`src/rtl/pbm_pkg.sv`:
```
package pbm_pkg;

  // Integer ceiling division for deriving chunk counts from widths.
  function automatic int ceil_div(input int num, input int den);
    return (num + den - 1) / den;
  endfunction

  // Number of M-bit chunks that an address of the given width splits into.
  function automatic int chunk_count(input int width, input int m);
    return ceil_div(width, m);
  endfunction

  // Width of the low part of the address folded in the first stage; always a
  // multiple of M so the high part starts on a chunk boundary (weight 2^0).
  function automatic int low_split(input int width, input int m);
    return m * (chunk_count(width, m) / 2);
  endfunction

endpackage

```
`src/rtl/pbm_fold.sv`:
```
// Reduces a bit vector modulo 2^M - 1 by summing its M-bit chunks with
// end-around carry. The result may be the all-ones code, which stands for 0.
module pbm_fold #(
  parameter int M      = 3,
  parameter int N_BITS = 15
) (
  input  logic [N_BITS-1:0] bits_i,
  output logic [M-1:0]      res_o
);
  localparam int NCH   = pbm_pkg::chunk_count(N_BITS, M);
  localparam int PAD_W = NCH * M;

  logic [PAD_W-1:0] padded;
  logic [M-1:0]     chunk [NCH];

  generate
    if (PAD_W > N_BITS) begin : g_pad
      assign padded = {{(PAD_W - N_BITS){1'b0}}, bits_i};
    end else begin : g_nopad
      assign padded = bits_i;
    end
    for (genvar c = 0; c < NCH; c++) begin : g_chunk
      assign chunk[c] = padded[c*M +: M];
    end
  endgenerate

  // One's-complement style addition: the carry out has weight 2^M = 1 mod Nb.
  function automatic logic [M-1:0] eac_add(input logic [M-1:0] a,
                                            input logic [M-1:0] b);
    logic [M:0] s;
    s = {1'b0, a} + {1'b0, b};
    return s[M-1:0] + {{(M-1){1'b0}}, s[M]};
  endfunction

  always_comb begin
    res_o = '0;
    for (int c = 0; c < NCH; c++) begin
      res_o = eac_add(res_o, chunk[c]);
    end
  end

endmodule

```
`src/rtl/pbm_norm.sv`:
```
// Maps the redundant all-ones residue (equal to the bank count) back to zero.
module pbm_norm #(
  parameter int M = 3
) (
  input  logic [M-1:0] raw_i,
  output logic [M-1:0] bank_o
);
  logic raw_is_nb;

  assign raw_is_nb = &raw_i;
  assign bank_o    = raw_is_nb ? '0 : raw_i;

endmodule

```
`src/rtl/prime_bank_mapper.sv`:
```
module prime_bank_mapper #(
  parameter int ADDR_W    = 32,
  parameter int M         = 3,
  parameter int WORD_BITS = 4
) (
  input  logic                 clk,
  input  logic                 rst_n,
  input  logic                 in_valid,
  output logic                 in_ready,
  input  logic [ADDR_W-1:0]    in_addr,
  output logic                 out_valid,
  input  logic                 out_ready,
  output logic [M-1:0]         out_bank,
  output logic [WORD_BITS-1:0] out_word
);
  localparam int LO_W = pbm_pkg::low_split(ADDR_W, M);
  localparam int HI_W = ADDR_W - LO_W;

  // Named pipeline events, used by logic and by the assertions below.
  logic advance;
  logic acc_fire;
  logic s2_load;

  logic [M-1:0]         lo_res, hi_res;
  logic                 s1_valid;
  logic [M-1:0]         s1_lo, s1_hi;
  logic [WORD_BITS-1:0] s1_word;
  logic [M-1:0]         mid_raw, bank_n;

  assign advance  = !(out_valid && !out_ready);
  assign in_ready = advance;
  assign acc_fire = in_valid && advance;
  assign s2_load  = s1_valid && advance;

  // Stage 1: fold each half of the address to a partial residue.
  pbm_fold #(.M(M), .N_BITS(LO_W)) u_fold_lo (
    .bits_i (in_addr[LO_W-1:0]),
    .res_o  (lo_res)
  );

  pbm_fold #(.M(M), .N_BITS(HI_W)) u_fold_hi (
    .bits_i (in_addr[ADDR_W-1:LO_W]),
    .res_o  (hi_res)
  );

  always_ff @(posedge clk or negedge rst_n) begin
    if (!rst_n) begin
      s1_valid <= 1'b0;
      s1_lo    <= '0;
      s1_hi    <= '0;
      s1_word  <= '0;
    end else if (advance) begin
      s1_valid <= in_valid;
      if (in_valid) begin
        s1_lo   <= lo_res;
        s1_hi   <= hi_res;
        s1_word <= in_addr[WORD_BITS-1:0];
      end
    end
  end

  // Stage 2: combine the two partial residues, then normalise.
  pbm_fold #(.M(M), .N_BITS(2*M)) u_fold_mid (
    .bits_i ({s1_hi, s1_lo}),
    .res_o  (mid_raw)
  );

  pbm_norm #(.M(M)) u_norm (
    .raw_i  (mid_raw),
    .bank_o (bank_n)
  );

  always_ff @(posedge clk or negedge rst_n) begin
    if (!rst_n) begin
      out_valid <= 1'b0;
      out_bank  <= '0;
      out_word  <= '0;
    end else if (advance) begin
      out_valid <= s1_valid;
      if (s1_valid) begin
        out_bank <= bank_n;
        out_word <= s1_word;
      end
    end
  end

  // Bank code never equals the all-ones value (the bank count itself).
  assert_bank_range_R2: assert property (@(posedge clk) disable iff (!rst_n)
    out_valid |-> (out_bank != {M{1'b1}}));

  // An accepted address occupies stage 1 on the next cycle.
  assert_stage1_fill_R5: assert property (@(posedge clk) disable iff (!rst_n)
    acc_fire |=> s1_valid);

  // A stage-1 entry moving on is presented on the next cycle.
  assert_stage2_fill_R5: assert property (@(posedge clk) disable iff (!rst_n)
    s2_load |=> out_valid);

  // A refused result stays put.
  assert_hold_R6: assert property (@(posedge clk) disable iff (!rst_n)
    (out_valid && !out_ready) |=> (out_valid && $stable(out_bank) && $stable(out_word)));

  // No address is taken while the output is blocked.
  assert_no_accept_R6: assert property (@(posedge clk) disable iff (!rst_n)
    (out_valid && !out_ready) |-> !in_ready);

endmodule

```
`config.mk`:
```
export PLATFORM = sky130hd
export DESIGN_NAME = prime_bank_mapper
export DESIGN_NICKNAME = d
export VERILOG_FILES = /design/src/rtl/pbm_pkg.sv /design/src/rtl/pbm_fold.sv /design/src/rtl/pbm_norm.sv /design/src/rtl/prime_bank_mapper.sv
export SDC_FILE = /design/constraint.sdc
export NUM_CORES = 1
export LEC_CHECK = 0
export ABC_CLOCK_PERIOD_IN_PS = 3900
export CAP_MARGIN = 0
export CORE_MARGIN = 1.5
export CORE_UTILIZATION = 55
export DETAILED_ROUTE_END_ITERATION = 16
export PLACE_DENSITY = 0.93
export SYNTH_ARGS = -nofsm -noshare
export SYNTH_HDL_FRONTEND = slang
export SYNTH_HIERARCHICAL = 1
export SYNTH_SLANG_ARGS = --single-unit
```
`constraint.sdc`:
```
create_clock -name clk -period 3.9 [get_ports clk]
set_input_delay 0.78 -clock clk [delete_from_list [all_inputs] [get_ports clk]]
set_output_delay 0.78 -clock clk [all_outputs]
set_load 0.01 [all_outputs]
```
==> impl_metrics.csv, run 1 <==
group,metric,value,unit
worst_setup_path,slowest_delay,0.58,ns
drt,firstDrtPassIters,4,
finish,syn_to_final_growth,53.95,%
placed_design,dp_hpwl,3959,µm
worst_setup_path,cpMostUsedCell,"ha_4",
logic_synthesis,ys_seq_area_frac,0.2423,
drt,vias_per_cell,5.495,
drt,wl_met2,3035,µm
global_route,grt_pass1_vias,1751,
drt,wl_per_cell,19.52,µm
worst_hold_path,hold_class,"reg -> reg",
finish,n_fill_cell,136,
clocking,htreeDepth,1,
logic_synthesis,synth_cell_types,19,
logic_synthesis,synth_nets,251,
timing,slew_headroom,0.4327,
global_route,grt_max_degree,20,
drt,wirelength,5406,µm
clocking,clk_latency,0.32,ns
floorplan,dieHeight,62.73,µm
worst_setup_path,crit_required,4.12,ns
placed_design,dp_slack,-3.048,ns
drt,drc,0,
timing,finalMaxSlewViolations,0,
timing,final-setup-viol-count,6,
worst_setup_path,slowest_stage,"fa_2",
finish,drive_gt1_frac,0.4329,
placed_design,port_buffers,44,
logic_synthesis,synth_area,1962,µm²
worst_setup_path,worstPathArrival,6.42,ns
floorplan,start_util,0.5788,
worst_setup_path,critPathKind,"in -> reg",
global_route,grt_pass1_wl,8259,µm
clocking,cts_tree,"done",
clocking,cts_hold_buf,0,
drt,dr.first_iter.drc_count,29,
timing,min_period,6.196,ns
logic_synthesis,ys_ff_latch,19,
worst_setup_path,cp_max_fo,2,
run_status,status,"finished with violations",
timing,max_clock_freq,161.4,MHz
clocking,root_buffer,"clkbuf_4",
run_status,violations,"setup timing",
clocking,clk_path_buf_depth,2,
worst_setup_path,cp-end-kind,"flop",
drt,wl_met1,1967,µm
worst_setup_path,path_buf_inv,3,
timing,finalCritPeriodShare,1.589,
clocking,cts.sinks,19,
job,drv_cap,0,
drt,highest_layer,"met4",
timing,finClkSkew,0.01702,ns
logic_synthesis,avgSynthCellArea,12.58,µm²
worst_setup_path,critPathTopFamily,"adder cells",
timing,rsz0062_at_grt,"true",
placed_design,gp_congestion,0.7769,
finish,multiInputGateArea,1778,µm²
logic_synthesis,ys_warn_count,6,
floorplan,dieArea,3934,µm²
timing,timing.final.ws_setup,-2.296,ns
finish,regArea,475.5,µm²
floorplan,chipWidth,62.73,µm
clocking,cts_buffers,3,
drt,drtAntennaViolNets,0,
global_route,grt-ovfl-total,0,
floorplan,io_pins,45,
floorplan,row_count,21,
global_route,track_usage,0.2741,
clocking,clk_pin_slew,0.13,ns
worst_setup_path,startpoint_type,"input pin",
drt,num_vias,1522,
finish,nNetsFinal,327,
timing,hold_viol,0,
drt,wl_met3,194,µm
logic_synthesis,syn_inst,156,
finish,num_antenna_cells,0,
floorplan,coreArea,3390,µm²
timing,max_slew.worst_pin.slew,0.8482,ns
global_route,antenna_found_initial,0,
-- stage by stage --
step / util / TNS (ns) / instances / area, µm² / hold slack (ns)
after floorplan: - / -10.56 / 156 / 2238 / 0.4572
after global placement: 0.8549 / -14.07 / 268 / 2898 / 0.4678
after detailed placement: 0.8549 / -15.14 / 268 / 2898 / 0.4952
after CTS: 0.8841 / -10.06 / 276 / 2997 / 0.5269
after global routing: 0.8911 / -11.30 / 277 / 3020 / 0.5491
final: 0.8911 / -10.32 / 277 / 3020 / 0.5353
-- worst paths after layout --
kind | to | start | cells after the start | slack (ns)
worst max register to register | out_bank[0]$_DFFE_PN0P_ | s1_lo[1]$_DFFE_PN0P_ | 9 | 1.45
worst max-delay path | s1_hi[2]$_DFFE_PN0P_ | in_addr[15] | 28 | -2.30
worst min-delay path | s1_word[3]$_DFFE_PN0P_ | s1_word[3]$_DFFE_PN0P_ | 1 | 0.54
max in group asynchronous | out_word[1]$_DFFE_PN0P_ | rst_n | 1 | 2.43
worst min register to register | s1_word[3]$_DFFE_PN0P_ | s1_word[3]$_DFFE_PN0P_ | 1 | 0.54
min in group asynchronous | out_valid$_DFFE_PN0N_ | rst_n | 1 | 0.93
-- kinds of logic after synthesis --
group / count (synthesis) / share of synthesized area
adders and majority gates: 59 / 0.4145
AOI/OAI and AO/OA: 23 / 0.08545
xor gates and xnor gates: 19 / 0.09247
DFF: 19 / 0.2423
muxes: 17 / 0.1148
buffers and inverters: 14 / 0.03061
and+or+nand+nor: 5 / 0.01977
-- Yosys cell counts --
library cell  count  area, µm²
xor3_1            1      23.77
mux2_2            8      90.09
a21boi_0          3      22.52
nor2_1            1      3.750
ha_1             49      613.1
a21oi_1           1      5.000
inv_1            13      48.80
a21o_1           18      135.1
nand2_1           1      3.750
xor2_1            1      8.760
mux2_4            9      135.1
fa_1             10      200.2
nand2_2           1      6.260
buf_6             1      11.26
o21ai_0           1      5.000
xnor2_1          17      148.9
dfrtp_1          19      475.5
nand2b_4          1      13.76
nand2_4           1      11.26
-- metal layers --
metal / vias up / track usage
met2: 64 / 0.5282
met5: - / 0
li1: 694 / -
met1: 750 / 0.2874
met4: 0 / 0.1500
met3: 14 / 0.02883
-- flip-flops by register name, indices dropped and copies added, names as in the netlist --
name,flops
out_word,4
s1_valid,1
s1_hi,3
out_valid,1
out_bank,3
s1_lo,3
s1_word,4
-- cells in the final DEF, fill, tap and decap left out, types with 3 or more instances in the layout --
cell,count
clkdlybuf4s50_1,32
buf_4,28
ha_1,24
ha_4,20
dfrtp_1,19
a21o_1,18
inv_1,11
mux2_4,10
fa_1,9
xnor2_2,8
xnor2_1,8
mux2_2,7
buf_2,5
ha_2,5
clkbuf_4,3
a21boi_0,3
-- area by class of cell --
type                       instances  area share
clock buffer                       3    0.007456
clock inverter                     1    0.001657
inverter                          13     0.01616
multi-input combinational        123      0.5887
sequential                        19      0.1574
tap                               46     0.01906
timing repair buffer              72      0.2096
-- what timing repair did --
item                                    in CTS  in global routing
resized for setup                           56                  5
pin swaps                                   60                  0
setup buffers                                4                  1
hold endpoints to repair                     0                  0
endpoints found under the setup margin       6                  6
-- worst reg2reg max path, stage by stage (launching register included) --
cell      delay [ns]
dfrtp_1         0.44
ha_1            0.33
a21o_1          0.17
a21o_1          0.18
ha_1            0.20
ha_1            0.20
xor2_1          0.15
xnor2_1         0.24
a21boi_0        0.16
mux2_2          0.28
Power of run 1 is not shown: default switching activity piles up to over one toggle a cycle in this logic, so the estimate is an artifact.
==> inputs of run 2 (changes only) <==
- CORE_MARGIN: 1.5 -> 5
==> run 2 against run 1 <==
  * The flow still finishes with violations (setup timing)
  * Cell area is 0.62% lower
  * Setup slack improved by 0.097 ns
  * Sequential share of layout area increased by 0.098 points
  * Wire length decreased by 17%
  * Flip-flop and latch count did not move
  * First-iteration DRC count shrank 41%
  * Global-route usage decreased by 8.1 points
  * Non-clock buffer count stayed put
  * Hold slack lost 0.015 ns
  * Via count fell by 4.0%
  * Critical path depth grew 1
  * Largest cell class unchanged
==> impl_metrics.csv, run 2 (synthesis results as in run 1) <==
group,metric,value,unit
run_status,status,"finished with violations",
run_status,violations,"setup timing",
timing,slew_headroom,0.4364,
finish,post-route-util,0.8856,
floorplan,io_pins,45,
clocking,cts.sinks,19,
global_route,grt_pass1_wl,7645,µm
clocking,cts_buffers,3,
drt,wl_met3,248,µm
worst_setup_path,startpoint_type,"input pin",
pwr,p_leak,1.448,nW
pwr,peakVddDrop,1.088,mV
drt,wl_per_cell,16.13,µm
drt,vias_per_cell,5.274,
global_route,antenna_found_initial,0,
timing,rsz0062_at_grt,"true",
clocking,clk_pin_slew,0.11,ns
worst_setup_path,critPathKind,"in -> reg",
placed_design,gp_congestion,0.8493,
worst_setup_path,crit_required,4.10,ns
timing,finClkSkew,0.001782,ns
clocking,cts_hold_buf,0,
drt,dr.first_iter.drc_count,17,
floorplan,chipWidth,69.73,µm
worst_setup_path,rr_endpoint,"out_bank[0]$_DFFE_PN0P_",
timing,finalMaxSlewViolations,0,
timing,final-setup-viol-count,6,
clocking,clk_path_buf_depth,2,
finish,nNetsFinal,327,
worst_setup_path,slowest_stage,"fa_1",
pwr,power_frac_comb,0.874,
timing,min_period,6.099,ns
floorplan,start_util,0.5788,
placed_design,port_buffers,44,
timing,max_slew.worst_pin.slew,0.8428,ns
placed_design,dp_slack,-2.988,ns
worst_setup_path,slowest_delay,0.50,ns
clocking,htreeDepth,1,
timing,finalCritPeriodShare,1.564,
worst_setup_path,cp-end-kind,"flop",
drt,drtAntennaViolNets,0,
timing,max_clock_freq,164.0,MHz
pwr,power_density,1155,nW/µm²
placed_design,dp_hpwl,3683,µm
drt,drc,0,
timing,hold_viol,0,
pwr,p_clk_frac,0.030,
finish,top_regs,"out_word: 4 flops, s1_word: 4 flops",
worst_setup_path,reg2reg_from,"s1_lo[1]$_DFFE_PN0P_",
global_route,track_usage,0.1932,
clocking,cts_tree,"done",
pwr,total_power,0.003466,W
finish,drive_gt1_frac,0.4286,
floorplan,dieHeight,69.73,µm
floorplan,coreArea,3390,µm²
global_route,grt-ovfl-total,0,
worst_setup_path,ff2ff_path_depth,9,
pwr,p_sw_frac,0.3866,
floorplan,row_count,21,
finish,num_antenna_cells,0,
finish,final_cell_mix,"clkdlybuf4s50_1, buf_4, ha_1",
clocking,clk_latency,0.30,ns
global_route,grt_pass1_vias,1688,
global_route,grt_max_degree,20,
pwr,seqPwrFrac,0.097,
job,drv_cap,0,
timing,timing.final.ws_setup,-2.199,ns
finish,syn_to_final_growth,53.00,%
worst_setup_path,cp_max_fo,2,
worst_setup_path,cp-startpoint,"in_addr[20]",
worst_setup_path,worstPathArrival,6.30,ns
worst_setup_path,cpMostUsedCell,"ha_4",
timing,holdWs,0.5203,ns
worst_hold_path,whs_path_depth,1,
drt,num_vias,1461,
drt,wirelength,4468,µm
clocking,root_buffer,"clkbuf_4",
worst_hold_path,hold_class,"reg -> reg",
drt,highest_layer,"met4",
pwr,intPower,0.002126,W
pwr,net-switching-power,0.001340,W
worst_setup_path,r2r_slack,1.57,ns
floorplan,dieArea,4862,µm²
drt,wl_met2,2462,µm
drt,wl_met1,1718,µm
worst_hold_path,hold_end,"out_bank[0]$_DFFE_PN0P_",
worst_hold_path,holdCritStartpoint,"out_bank[0]$_DFFE_PN0P_",
finish,final_common_cell,"clkdlybuf4s50_1",
drt,firstDrtPassIters,4,
[run 2: area by class of cell]
cell class | count | area [µm²]
multi-input cells | 123 | 1748
repair buffers | 72 | 644.4
inverters | 13 | 48.80
fillers | 142 | 387.9
clock buffers | 3 | 22.52
well taps | 46 | 57.56
flip-flops and latches | 19 | 475.5
clock inverters | 1 | 5.005
[run 2: power groups by stage]
| stage | logic [W] | clock network, W | registers [W] |
|---|---|---|---|
| after detailed placement | 0.00297 | 0 | 0.000337 |
| after CTS | 0.00305 | 0.000107 | 0.000335 |
| after global placement | 0.00280 | 0 | 0.000330 |
| final | 0.00303 | 0.000103 | 0.000335 |
| after floorplan | 0.00218 | 0 | 0.000339 |
| after global routing | 0.00334 | 0.000120 | 0.000345 |
[run 2: critical path, delay by kind of cell]
kind                       cells  cell delay (ns)
AOI/OAI and AO/OA              5             0.86
xor gates and xnor gates       6             0.76
adders and majority gates     14             3.37
buffers and inverters          3             0.27
muxes                          1             0.26
[run 2: worst max path at each step]
stage / to / slack (ns) / cells past startpoint
3_5_place_dp: s1_hi[2]$_DFFE_PN0P_ / -2.99 / 30
2_1_floorplan: s1_hi[2]$_DFFE_PN0P_ / -2.30 / 29
3_3_place_gp: s1_hi[2]$_DFFE_PN0P_ / -2.85 / 30
5_1_grt: s1_hi[2]$_DFFE_PN0P_ / -2.36 / 29
4_1_cts: s1_hi[2]$_DFFE_PN0P_ / -2.17 / 30
6_report: s1_hi[2]$_DFFE_PN0P_ / -2.20 / 29
[run 2: metrics by stage]
step                      instance area, µm²  cells  setup TNS, ns
final                                   3002    277         -10.09
after CTS                               2979    275         -9.850
after detailed placement                2898    268         -14.89
after global routing                    3002    277         -11.07
after floorplan                         2238    156         -10.56
after global placement                  2898    268         -14.08
[run 2: timing repair]
item,CTS,global route
setup buffers,3,2
pin swaps,55,9
gates resized for setup,51,2
endpoints found under the setup margin,6,6
cloned,0,0
[run 2: layer usage]
layer  vias up  global-route usage
met1       712              0.2120
li1        697                   -
met5         -                   0
met3         6             0.05072
met2        46              0.3697
met4         0             0.04043
Note: power is estimated with default switching activity, not from simulation.
